==> config.mk <==
export PLATFORM = sky130hd
export DESIGN_NAME = eeprom_status_guard
export DESIGN_NICKNAME = d
export VERILOG_FILES = /design/src/rtl/esg_pkg.sv /design/src/rtl/esg_region_check.sv /design/src/rtl/esg_ctrl_fsm.sv /design/src/rtl/eeprom_status_guard.sv
export SDC_FILE = /design/constraint.sdc
export NUM_CORES = 1
export LEC_CHECK = 0
export ABC_AREA = 1
export CAP_MARGIN = 0
export CORE_AREA = 10 10 47 49
export DETAILED_ROUTE_END_ITERATION = 7
export DIE_AREA = 0 0 57 59
export DONT_BUFFER_PORTS = 1
export SLEW_MARGIN = 25
export SYNTH_ARGS = -nofsm -noshare
export SYNTH_HDL_FRONTEND = slang
export SYNTH_SLANG_ARGS = --single-unit
==> constraint.sdc <==
create_clock -name clk -period 1.35 [get_ports clk]
set_input_delay 0.135 -clock clk [delete_from_list [all_inputs] [get_ports clk]]
set_output_delay 0.135 -clock clk [all_outputs]
set_load 0.01 [all_outputs]
==> src/rtl/esg_pkg.sv <==
package esg_pkg;

    typedef enum logic [1:0] {
        ST_IDLE         = 2'd0,
        ST_ARRAY_WRITE  = 2'd1,
        ST_STATUS_WRITE = 2'd2
    } esg_state_e;

    typedef enum logic [1:0] {
        REGION_NONE    = 2'b00,
        REGION_QUARTER = 2'b01,
        REGION_HALF    = 2'b10,
        REGION_ALL     = 2'b11
    } region_code_e;

    localparam int STAT_W      = 8;
    localparam int BIT_BUSY    = 0;
    localparam int BIT_WEL     = 1;
    localparam int BIT_REG_LO  = 2;
    localparam int BIT_REG_HI  = 3;
    localparam int BIT_PIN_EN  = 7;

endpackage

==> src/rtl/esg_region_check.sv <==
module esg_region_check
    import esg_pkg::*;
#(
    parameter int ADDR_W = 13
) (
    input  region_code_e      code_i,
    input  logic [ADDR_W-1:0] addr_i,
    output logic              locked_o
);
    localparam int TOP = ADDR_W - 1;

    always_comb begin
        unique case (code_i)
            REGION_NONE:    locked_o = 1'b0;
            REGION_QUARTER: locked_o = addr_i[TOP] & addr_i[TOP-1];
            REGION_HALF:    locked_o = addr_i[TOP];
            REGION_ALL:     locked_o = 1'b1;
            default:        locked_o = 1'b1;
        endcase
    end

endmodule

==> src/rtl/esg_ctrl_fsm.sv <==
module esg_ctrl_fsm
    import esg_pkg::*;
(
    input  logic         clk,
    input  logic         rst_n,
    input  logic         wren_i,
    input  logic         wrdi_i,
    input  logic         wrsr_i,
    input  logic [STAT_W-1:0] wrsr_data_i,
    input  logic         arr_req_i,
    input  logic         region_locked_i,
    input  logic         done_i,
    input  logic         guard_pin_n_i,
    output esg_state_e   state_o,
    output logic         wel_o,
    output region_code_e region_o,
    output logic         pin_en_o,
    output logic         arr_go_o,
    output logic         sr_go_o
);
    esg_state_e   state_q, state_d;
    logic         wel_q, wel_d;
    region_code_e region_q, pend_region_q;
    logic         pin_en_q, pend_pin_en_q;
    logic         commit;
    logic         hw_lock;

    assign hw_lock = pin_en_q & ~guard_pin_n_i;

    // State register
    always_ff @(posedge clk or negedge rst_n) begin
        if (!rst_n) begin
            state_q <= ST_IDLE;
            wel_q   <= 1'b0;
        end else begin
            state_q <= state_d;
            wel_q   <= wel_d;
        end
    end

    // Next state and outputs
    always_comb begin
        state_d  = state_q;
        wel_d    = wel_q;
        arr_go_o = 1'b0;
        sr_go_o  = 1'b0;
        commit   = 1'b0;
        unique case (state_q)
            ST_IDLE: begin
                if (wrdi_i) begin
                    wel_d = 1'b0;
                end else if (wren_i) begin
                    wel_d = 1'b1;
                end else if (wrsr_i) begin
                    if (wel_q && !hw_lock) begin
                        sr_go_o = 1'b1;
                        state_d = ST_STATUS_WRITE;
                    end
                end else if (arr_req_i && wel_q) begin
                    if (region_locked_i) begin
                        wel_d = 1'b0;
                    end else begin
                        arr_go_o = 1'b1;
                        state_d  = ST_ARRAY_WRITE;
                    end
                end
            end
            ST_ARRAY_WRITE: begin
                if (done_i) begin
                    state_d = ST_IDLE;
                    wel_d   = 1'b0;
                end
            end
            ST_STATUS_WRITE: begin
                if (done_i) begin
                    state_d = ST_IDLE;
                    wel_d   = 1'b0;
                    commit  = 1'b1;
                end
            end
            default: begin
                state_d = ST_IDLE;
                wel_d   = 1'b0;
            end
        endcase
    end

    // Configuration bits: captured on acceptance, applied on completion
    always_ff @(posedge clk or negedge rst_n) begin
        if (!rst_n) begin
            region_q      <= REGION_NONE;
            pin_en_q      <= 1'b0;
            pend_region_q <= REGION_NONE;
            pend_pin_en_q <= 1'b0;
        end else begin
            if (sr_go_o) begin
                pend_region_q <= region_code_e'(wrsr_data_i[BIT_REG_HI:BIT_REG_LO]);
                pend_pin_en_q <= wrsr_data_i[BIT_PIN_EN];
            end
            if (commit) begin
                region_q <= pend_region_q;
                pin_en_q <= pend_pin_en_q;
            end
        end
    end

    assign state_o  = state_q;
    assign wel_o    = wel_q;
    assign region_o = region_q;
    assign pin_en_o = pin_en_q;


    wel_set_chk: assert property (@(posedge clk) disable iff (!rst_n)
        (state_q == ST_IDLE && wren_i && !wrdi_i) |=> wel_q);


    wel_clr_chk: assert property (@(posedge clk) disable iff (!rst_n)
        (state_q == ST_IDLE && wrdi_i) |=> !wel_q);


    busy_hold_chk: assert property (@(posedge clk) disable iff (!rst_n)
        (state_q != ST_IDLE && !done_i) |=>
            (state_q == $past(state_q)) && $stable(wel_q) && $stable(region_q) && $stable(pin_en_q));


    done_end_chk: assert property (@(posedge clk) disable iff (!rst_n)
        (state_q != ST_IDLE && done_i) |=> (state_q == ST_IDLE) && !wel_q);


    arr_busy_chk: assert property (@(posedge clk) disable iff (!rst_n)
        arr_go_o |=> (state_q == ST_ARRAY_WRITE));

endmodule

==> src/rtl/eeprom_status_guard.sv <==
module eeprom_status_guard
    import esg_pkg::*;
#(
    parameter int ADDR_W = 13
) (
    input  logic              clk,
    input  logic              rst_n,
    input  logic              wren_i,
    input  logic              wrdi_i,
    input  logic              wrsr_i,
    input  logic [7:0]        wrsr_data_i,
    input  logic              arr_req_i,
    input  logic [ADDR_W-1:0] arr_addr_i,
    input  logic              done_i,
    input  logic              guard_pin_n_i,
    output logic [7:0]        status_o,
    output logic              arr_go_o,
    output logic              sr_go_o
);
    esg_state_e   state;
    logic         wel;
    region_code_e region;
    logic         pin_en;
    logic         locked;

    esg_region_check #(.ADDR_W(ADDR_W)) u_region (
        .code_i   (region),
        .addr_i   (arr_addr_i),
        .locked_o (locked)
    );

    esg_ctrl_fsm u_fsm (
        .clk             (clk),
        .rst_n           (rst_n),
        .wren_i          (wren_i),
        .wrdi_i          (wrdi_i),
        .wrsr_i          (wrsr_i),
        .wrsr_data_i     (wrsr_data_i),
        .arr_req_i       (arr_req_i),
        .region_locked_i (locked),
        .done_i          (done_i),
        .guard_pin_n_i   (guard_pin_n_i),
        .state_o         (state),
        .wel_o           (wel),
        .region_o        (region),
        .pin_en_o        (pin_en),
        .arr_go_o        (arr_go_o),
        .sr_go_o         (sr_go_o)
    );

    always_comb begin
        status_o                           = '0;
        status_o[BIT_BUSY]                 = (state != ST_IDLE);
        status_o[BIT_WEL]                  = wel;
        status_o[BIT_REG_HI:BIT_REG_LO]    = region;
        status_o[BIT_PIN_EN]               = pin_en;
    end


    prot_drop_chk: assert property (@(posedge clk) disable iff (!rst_n)
        (arr_req_i && locked) |-> !arr_go_o);


    pin_lock_chk: assert property (@(posedge clk) disable iff (!rst_n)
        (wrsr_i && status_o[7] && !guard_pin_n_i) |-> !sr_go_o);


    busy_nogo_chk: assert property (@(posedge clk) disable iff (!rst_n)
        status_o[0] |-> !arr_go_o && !sr_go_o);


    go_excl_chk: assert property (@(posedge clk) disable iff (!rst_n)
        $onehot0({arr_go_o, sr_go_o}));

endmodule

==> flow_summary.json, run 1 <==
{
  "run_status": "finished, violations left",
  "violations": "setup timing",
  "clkLatencyLatePin_ns": 0.26,
  "core_sq_um": 1400,
  "detailed_place.area_sq_um": 599,
  "yosys_reg_bits": 9,
  "post-dp-hpwl_microns": 968,
  "r2r_cells": 10,
  "via_to_cell_ratio": 4.79,
  "routed-via-count": 508,
  "power.density_cell_area_nw_per_um2": 1970,
  "timing.critical_path.required_ns": 1.22,
  "layout-drive-gt1-share_pct": 35.6,
  "grt_first_pass_wirelength_mm": 2.06,
  "path_cells": "inv_2, ha_4, inv_4, nor4_4, buf_4",
  "share_of_the_yosys_chip_area_belonging_to_registers_pct": 38.9,
  "area_growth_pct": 27.0,
  "postSynthAreaPerCell_sq_um": 7.52,
  "hold_slack_ns": 0.0362,
  "pre_cts_slack_ns": 0.0564,
  "remaining_drc_errors": 0,
  "die_w_microns": 57,
  "yosysUniqueCellTypes": 19,
  "cp-start-kind": "flop",
  "ys.warnings.count": 0,
  "hp-start": "wren_i",
  "fill_cells": 154,
  "total_leakage_power_nw": 0.374,
  "area_used_by_multi_input_combinational_logic_sq_um": 310,
  "die_outline_area_sq_um": 3360,
  "achievable-frequency_mhz": 695,
  "timing.critical_path.slowest_stage_cell": "dfrtp_1",
  "setup_slack_ns": -0.0888,
  "drt-wirelength-per-cell_microns": 12.1,
  "cpPeakStageDelay_ns": 0.38,
  "htree_levels": 1,
  "dp_cells": 94,
  "most-common-layout-cells": "nand2_1 (23), buf_4 (8), dfrtp_1 (8)",
  "post_route_fraction_of_the_period_consumed_by_the_critical_path_pct": 107,
  "rsz0062_at_grt": "true",
  "timing.rr.end": "u_fsm.state_o[1]$_DFFE_PN0P_",
  "worst-setup-path-type": "reg -> out",
  "drv_slew": 0,
  "detail-route-antenna-nets": 0,
  "grt_antenna_before_repair": 0,
  "cp.arrival_ns": 1.30,
  "worstSetupEndpointType": "output pin",
  "hold_violations": 0,
  "setup_tns_ns": -0.149,
  "drt_iter0_drc": 4,
  "gp_congestion": 0.764,
  "holdPathStages": 2,
  "clock_sinks": 9,
  "drv_cap": 0,
  "total_power_mw": 1.45,
  "vias_in_the_first_global_route": 480,
  "timing.hold.worst_endpoint": "u_fsm.wel_o$_DFFE_PN0P_",
  "antenna-diode-count": 0,
  "netlist_area_sq_um": 579,
  "fp-row-count": 14,
  "grt_util_all_layers_pct": 7.67,
  "stdcell_area_sq_um": 736,
  "routed_wirelength_mm": 1.28,
  "finalClockSkew_ns": 0.000313,
  "grt.overflow.total": 0,
  "timing.critical_path.fanout_max": 2,
  "first_pass_iters": 4,
  "finalSetupViolCount": 2,
  "initial_utilization_pct": 41.3,
  "layout_min_cycle_time_ns": 1.44,
  "clkTransAtPathRegs_ns": 0.06,
  "numPortBuffers": 0,
  "clock_path_buffers": 2,
  "syn_inst": 77,
  "utilization_pct": 52.5,
  "final_common_cell": "nand2_1",
  "ctsRootBufferMaster": "clkbuf_4",
  "worst_ir_drop_on_vdd_mv": 0.896,
  "layout.nets": 122,
  "seqCellArea_sq_um": 226,
  "num_io_pins": 39,
  "r2r_setup_slack_ns": 0.09,
  "hold_path_class": "in -> reg",
  "cts_made_buffers": 3,
  "post_layout_nonfiller_instances": 106,
  "cts_tree": "done",
  "timing.rr.start": "u_fsm.state_o[0]$_DFFE_PN0P_",
  "maximum_number_of_pins_on_one_net_before_global_route_repair": 10,
  "die_height_microns": 59
}
## area by class of cell
| type | instances | area share, % |
|---|---|---|
| Multi-Input combinational cell | 53 | 42.2 |
| Sequential cell | 9 | 30.8 |
| Timing Repair Buffer | 12 | 13.6 |
| Inverter | 12 | 7.14 |
| Clock buffer | 4 | 3.57 |
| Tap cell | 16 | 2.72 |
## cell usage after synthesis
cell       n  area (sq um)
inv_1     10          37.5
nand3_2    1          10.0
nand2_1   23          86.3
nand3_1    4          20.0
nor4_1     1          6.26
o21ai_1    1          5.00
nor2_2     2          12.5
nand2_2    4          25.0
o21ai_0    3          15.0
nor2_1     4          15.0
o21ai_2    3          26.3
ha_1       2          25.0
conb_1     1          3.75
buf_4      5          37.5
inv_2      1          3.75
nor2_4     1          11.3
a21oi_1    1          5.00
clkinv_4   1          8.76
dfrtp_1    9           225
## critical path: cells and delay by family, from the launching register on
| family | cells | cell delay, ns |
|---|---|---|
| flip-flops | 1 | 0.38 |
| buffers and inverters | 3 | 0.29 |
| AND/OR/NAND/NOR | 1 | 0.23 |
| adder cells (fa/ha/maj) | 1 | 0.16 |
## routing by layer
metal / up-vias / global-route usage (%) / routed length [microns]
met5: - / 0 / 0
met4: 0 / 5.03 / 31
met3: 5 / 4.72 / 163
met2: 17 / 11.8 / 609
met1: 232 / 7.65 / 477
li1: 254 / - / -
## power by group
group / internal [mW] / switching (mW)
registers: 0.399 / 0.103
logic: 0.345 / 0.399
clock network: 0.114 / 0.0896
total: 0.858 / 0.591
## what timing repair did
action / 4_1_cts / 5_1_grt
pin swaps: 3 / 3
hold buffers: 4 / 0
buffers inserted: 3 / 1
endpoints found under the hold margin: 12 / 0
setup endpoints to repair: 2 / 5
resized for setup: 7 / 4
## kinds of logic (layout without fill, tap and decap cells)
group           after synthesis  count (layout)  share of synthesized area [%]
compound gates                8               8                           8.85
simple gates                 40              40                           32.2
fa+ha+maj                     2               2                           4.32
other cells                   1               3                          0.647
flops                         9               9                           38.9
buf+inv                      17              28                           15.1
## how the worst max path moves through the flow
| stage | slack (ns) | endpoint | cells after the start | from |
|---|---|---|---|---|
| after floorplan | 0.05 | arr_go_o | 4 | u_fsm.state_o[0]$_DFFE_PN0P_ |
| after global placement | 0.07 | u_fsm.state_o[1]$_DFFE_PN0P_ | 10 | u_fsm.state_o[0]$_DFFE_PN0P_ |
| after detailed placement | 0.06 | arr_go_o | 5 | u_fsm.state_o[0]$_DFFE_PN0P_ |
| after CTS | -0.09 | arr_go_o | 5 | u_fsm.state_o[0]$_DFFE_PN0P_ |
| after global routing | -0.15 | arr_go_o | 5 | u_fsm.state_o[0]$_DFFE_PN0P_ |
| final | -0.09 | arr_go_o | 5 | u_fsm.state_o[0]$_DFFE_PN0P_ |
## sequential cells by signal, indices dropped and copies added (netlist names)
| name | cells |
|---|---|
| u_fsm.pend_pin_en_q | 1 |
| u_fsm.state_o | 2 |
| u_fsm.pend_region_q | 2 |
| u_fsm.region_o | 2 |
| u_fsm.wel_o | 1 |
| u_fsm.pin_en_o | 1 |
No activity file was read; power rests on OpenSTA's default activity.
==> run 2: changes to the inputs <==
Settings changed: SYNTH_HIERARCHICAL from default to 1.
==> run 2 against run 1 <==
The flow still finishes with violations (setup timing). First-iteration DRC count rose by 130%. Largest cell class unchanged. Synthesized cell count up 2.6%. Non-clock buffer count stayed put. Sequential share of layout area rose by 0.69 points. Via count is 0.59% higher. Global-route usage increased by 0.33 points. Maximum frequency about the same. Core utilization down 1.4 points. Total power up 3.4%. Area after synthesis down 0.65%. Setup slack about the same.
==> flow_summary.json, run 2 <==
{
  "run_status": "finished, violations left",
  "violations": "setup timing",
  "p_sw_share_pct": 42.1,
  "maximum_number_of_pins_on_one_net_before_global_route_repair": 10,
  "power.density_cell_area_nw_per_um2": 2090,
  "drt-wirelength-per-cell_microns": 12.3,
  "clkLatencyLatePin_ns": 0.26,
  "yosysTopAreaCellShare_pct": 39.1,
  "netlist_area_sq_um": 576,
  "synthMostInstantiatedCell": "nand2_1",
  "setup_slack_ns": -0.0891,
  "cpPeakStageDelay_ns": 0.39,
  "timing.hold.worst_endpoint": "u_fsm/pend_region_q[0]$_DFFE_PN0P_",
  "internal_power_mw": 0.867,
  "timing.rr.end": "u_fsm/state_o[0]$_DFFE_PN0P_",
  "htree_levels": 1,
  "async_flop_share_pct": 100,
  "grt_util_all_layers_pct": 7.99,
  "timing.rr.start": "u_fsm/region_o[0]$_DFFE_PN0P_",
  "area_growth_pct": 24.3,
  "yosysUniqueCellTypes": 19,
  "drv_slew": 0,
  "ys_top_cells_by_count": "nand2_1 (23), inv_1 (14), dfrtp_1 (9), nand3_1 (6)",
  "net_switching_power_mw": 0.630,
  "yosys-top-cells-area": "dfrtp_1 (39%), nand2_1 (15%), inv_1 (9.1%)",
  "rsz0062_at_grt": "true",
  "cp-start-kind": "flop",
  "hold_path_class": "in -> reg",
  "die_w_microns": 57,
  "synth_top_cell_by_area": "dfrtp_1",
  "num_io_pins": 39,
  "via_to_cell_ratio": 4.73,
  "share_of_the_yosys_chip_area_belonging_to_registers_pct": 39.1,
  "synth_top_flop_cell": "dfrtp_1",
  "cp.arrival_ns": 1.30,
  "drv_cap": 0,
  "clock_power_share_pct": 13.6,
  "layout.nets": 124,
  "antenna-diode-count": 0,
  "worst-setup-path-type": "reg -> out",
  "clock_sinks": 9,
  "cts_tree": "done",
  "hp-start": "wrsr_data_i[2]",
  "core_sq_um": 1400,
  "path_cells": "o21ai_1, nand2_1, inv_1, nand3_2, nor4_2, buf_4",
  "power.share.combinational_pct": 53.7,
  "drt_iter0_drc": 9,
  "routed-via-count": 511,
  "timing.critical_path.slowest_stage_cell": "dfrtp_1",
  "worstSetupEndpointType": "output pin",
  "numPortBuffers": 0,
  "vias_in_the_first_global_route": 515,
  "synth_enable_flop_cells": 0,
  "share_seq_of_total_power_pct": 32.7,
  "final_common_cell": "nand2_1",
  "ctsRootBufferMaster": "clkbuf_4",
  "detail-route-antenna-nets": 0,
  "cts_made_buffers": 3,
  "grt.overflow.total": 0,
  "hold_violations": 0,
  "gp_congestion": 0.727,
  "crit_family": "flip-flops",
  "grt_antenna_before_repair": 0,
  "timing.critical_path.required_ns": 1.22,
  "clock_path_buffers": 2,
  "r2r_cells": 9,
  "clkTransAtPathRegs_ns": 0.06,
  "most-common-layout-cells": "nand2_1 (22), inv_1 (11), buf_4 (10)",
  "post-dp-hpwl_mm": 1.03,
  "first_pass_iters": 4,
  "layout_min_cycle_time_ns": 1.44,
  "die_height_microns": 59,
  "finalClockSkew_ns": 0.00459,
  "postSynthAreaPerCell_sq_um": 7.29,
  "critical_path.n_buffers_inverters": 2,
  "achievable-frequency_mhz": 695,
  "initial_utilization_pct": 41.1,
  "layout-drive-gt1-share_pct": 29.3,
  "ys.warnings.count": 6,
  "yosys_reg_bits": 9,
  "timing.critical_path.fanout_max": 3,
  "grt_first_pass_wirelength_mm": 2.15,
  "hold_slack_ns": 0.00803,
  "worst_ir_drop_on_vdd_mv": 1.05,
  "post_route_fraction_of_the_period_consumed_by_the_critical_path_pct": 107,
  "total_power_mw": 1.50,
  "routed_wirelength_mm": 1.32,
  "die_outline_area_sq_um": 3360,
  "fp-row-count": 14,
  "holdPathStages": 2,
  "syn_inst": 79,
  "critical_path.startpoint": "u_fsm/region_o[0]$_DFFE_PN0P_",
  "r2r_setup_slack_ns": 0.09,
  "finalSetupViolCount": 2,
  "total_leakage_power_nw": 0.387,
  "remaining_drc_errors": 0
}
## run 2: worst register-to-register path: stages (launching register included)
cell and delay (ns):
dfrtp_1 0.39, o21ai_1 0.12, nand2_1 0.08, inv_1 0.07, nand3_2 0.07, buf_4 0.15
nand2_2 0.07, nand3_2 0.08, nand2_1 0.06, nand2_1 0.05
## run 2: stage by stage
stage	util, %	setup slack, ns	cell area [sq um]	TNS [ns]	std cells
after floorplan	-	0.0764	583	0	81
after global placement	43.6	0.0712	611	0	98
after detailed placement	43.6	0.0458	611	0	98
after CTS	50.2	-0.0965	703	-0.118	107
after global routing	51.1	-0.199	716	-0.347	108
final	51.1	-0.0891	716	-0.149	108
## run 2: final cells by class
type	instances	area (sq um)
fill	142	686
multi-input combinational	52	288
sequential	9	225
timing repair buffer	12	95.1
inverter	15	61.3
clock buffer	4	26.3
tap	16	20.0
## run 2: worst max-delay path by stage
stage / end / slack (ns) / depth (start not counted)
3_3_place_gp: arr_go_o / 0.07 / 5
4_1_cts: arr_go_o / -0.1 / 6
2_1_floorplan: arr_go_o / 0.08 / 4
5_1_grt: arr_go_o / -0.20 / 6
6_report: arr_go_o / -0.09 / 6
3_5_place_dp: arr_go_o / 0.05 / 5
## run 2: cell families (layout without fill, tap and decap cells)
group / after synthesis / in the layout / synth area share, %
flops: 9 / 9 / 39.1
fa+ha+maj: 2 / 2 / 4.35
simple gates: 41 / 41 / 32.4
buf+inv: 20 / 31 / 17.2
mux: 1 / 1 / 1.96
other cells: 1 / 3 / 0.652
compound gates: 5 / 5 / 4.35
## run 2: routing by layer
metal | global-route usage, % | vias to the layer above | wire [microns] | share of wire, %
met5 | 0 | - | 0 | 0
met4 | 1.01 | 0 | 10 | 0.76
met3 | 5.79 | 2 | 127 | 9.6
met2 | 12.9 | 15 | 724 | 55
met1 | 8.57 | 235 | 461 | 35
li1 | - | 259 | - | -
## run 2: timing repair
| item | CTS | global route |
|---|---|---|
| hold buffers | 2 | 0 |
| buffers inserted | 3 | 1 |
| gates resized for setup | 7 | 2 |
| endpoints found under the setup margin | 2 | 5 |
| pin swaps | 6 | 1 |
| hold endpoints to repair | 10 | 0 |
## run 2: power by group through the flow
stage	Combinational, mW	Clock (mW)	Sequential [mW]
finish	0.804	0.204	0.489
global route	0.929	0.230	0.512
CTS	0.781	0.215	0.491
detailed placement	0.652	0	0.492
global placement	0.635	0	0.489
floorplan	0.508	0	0.481
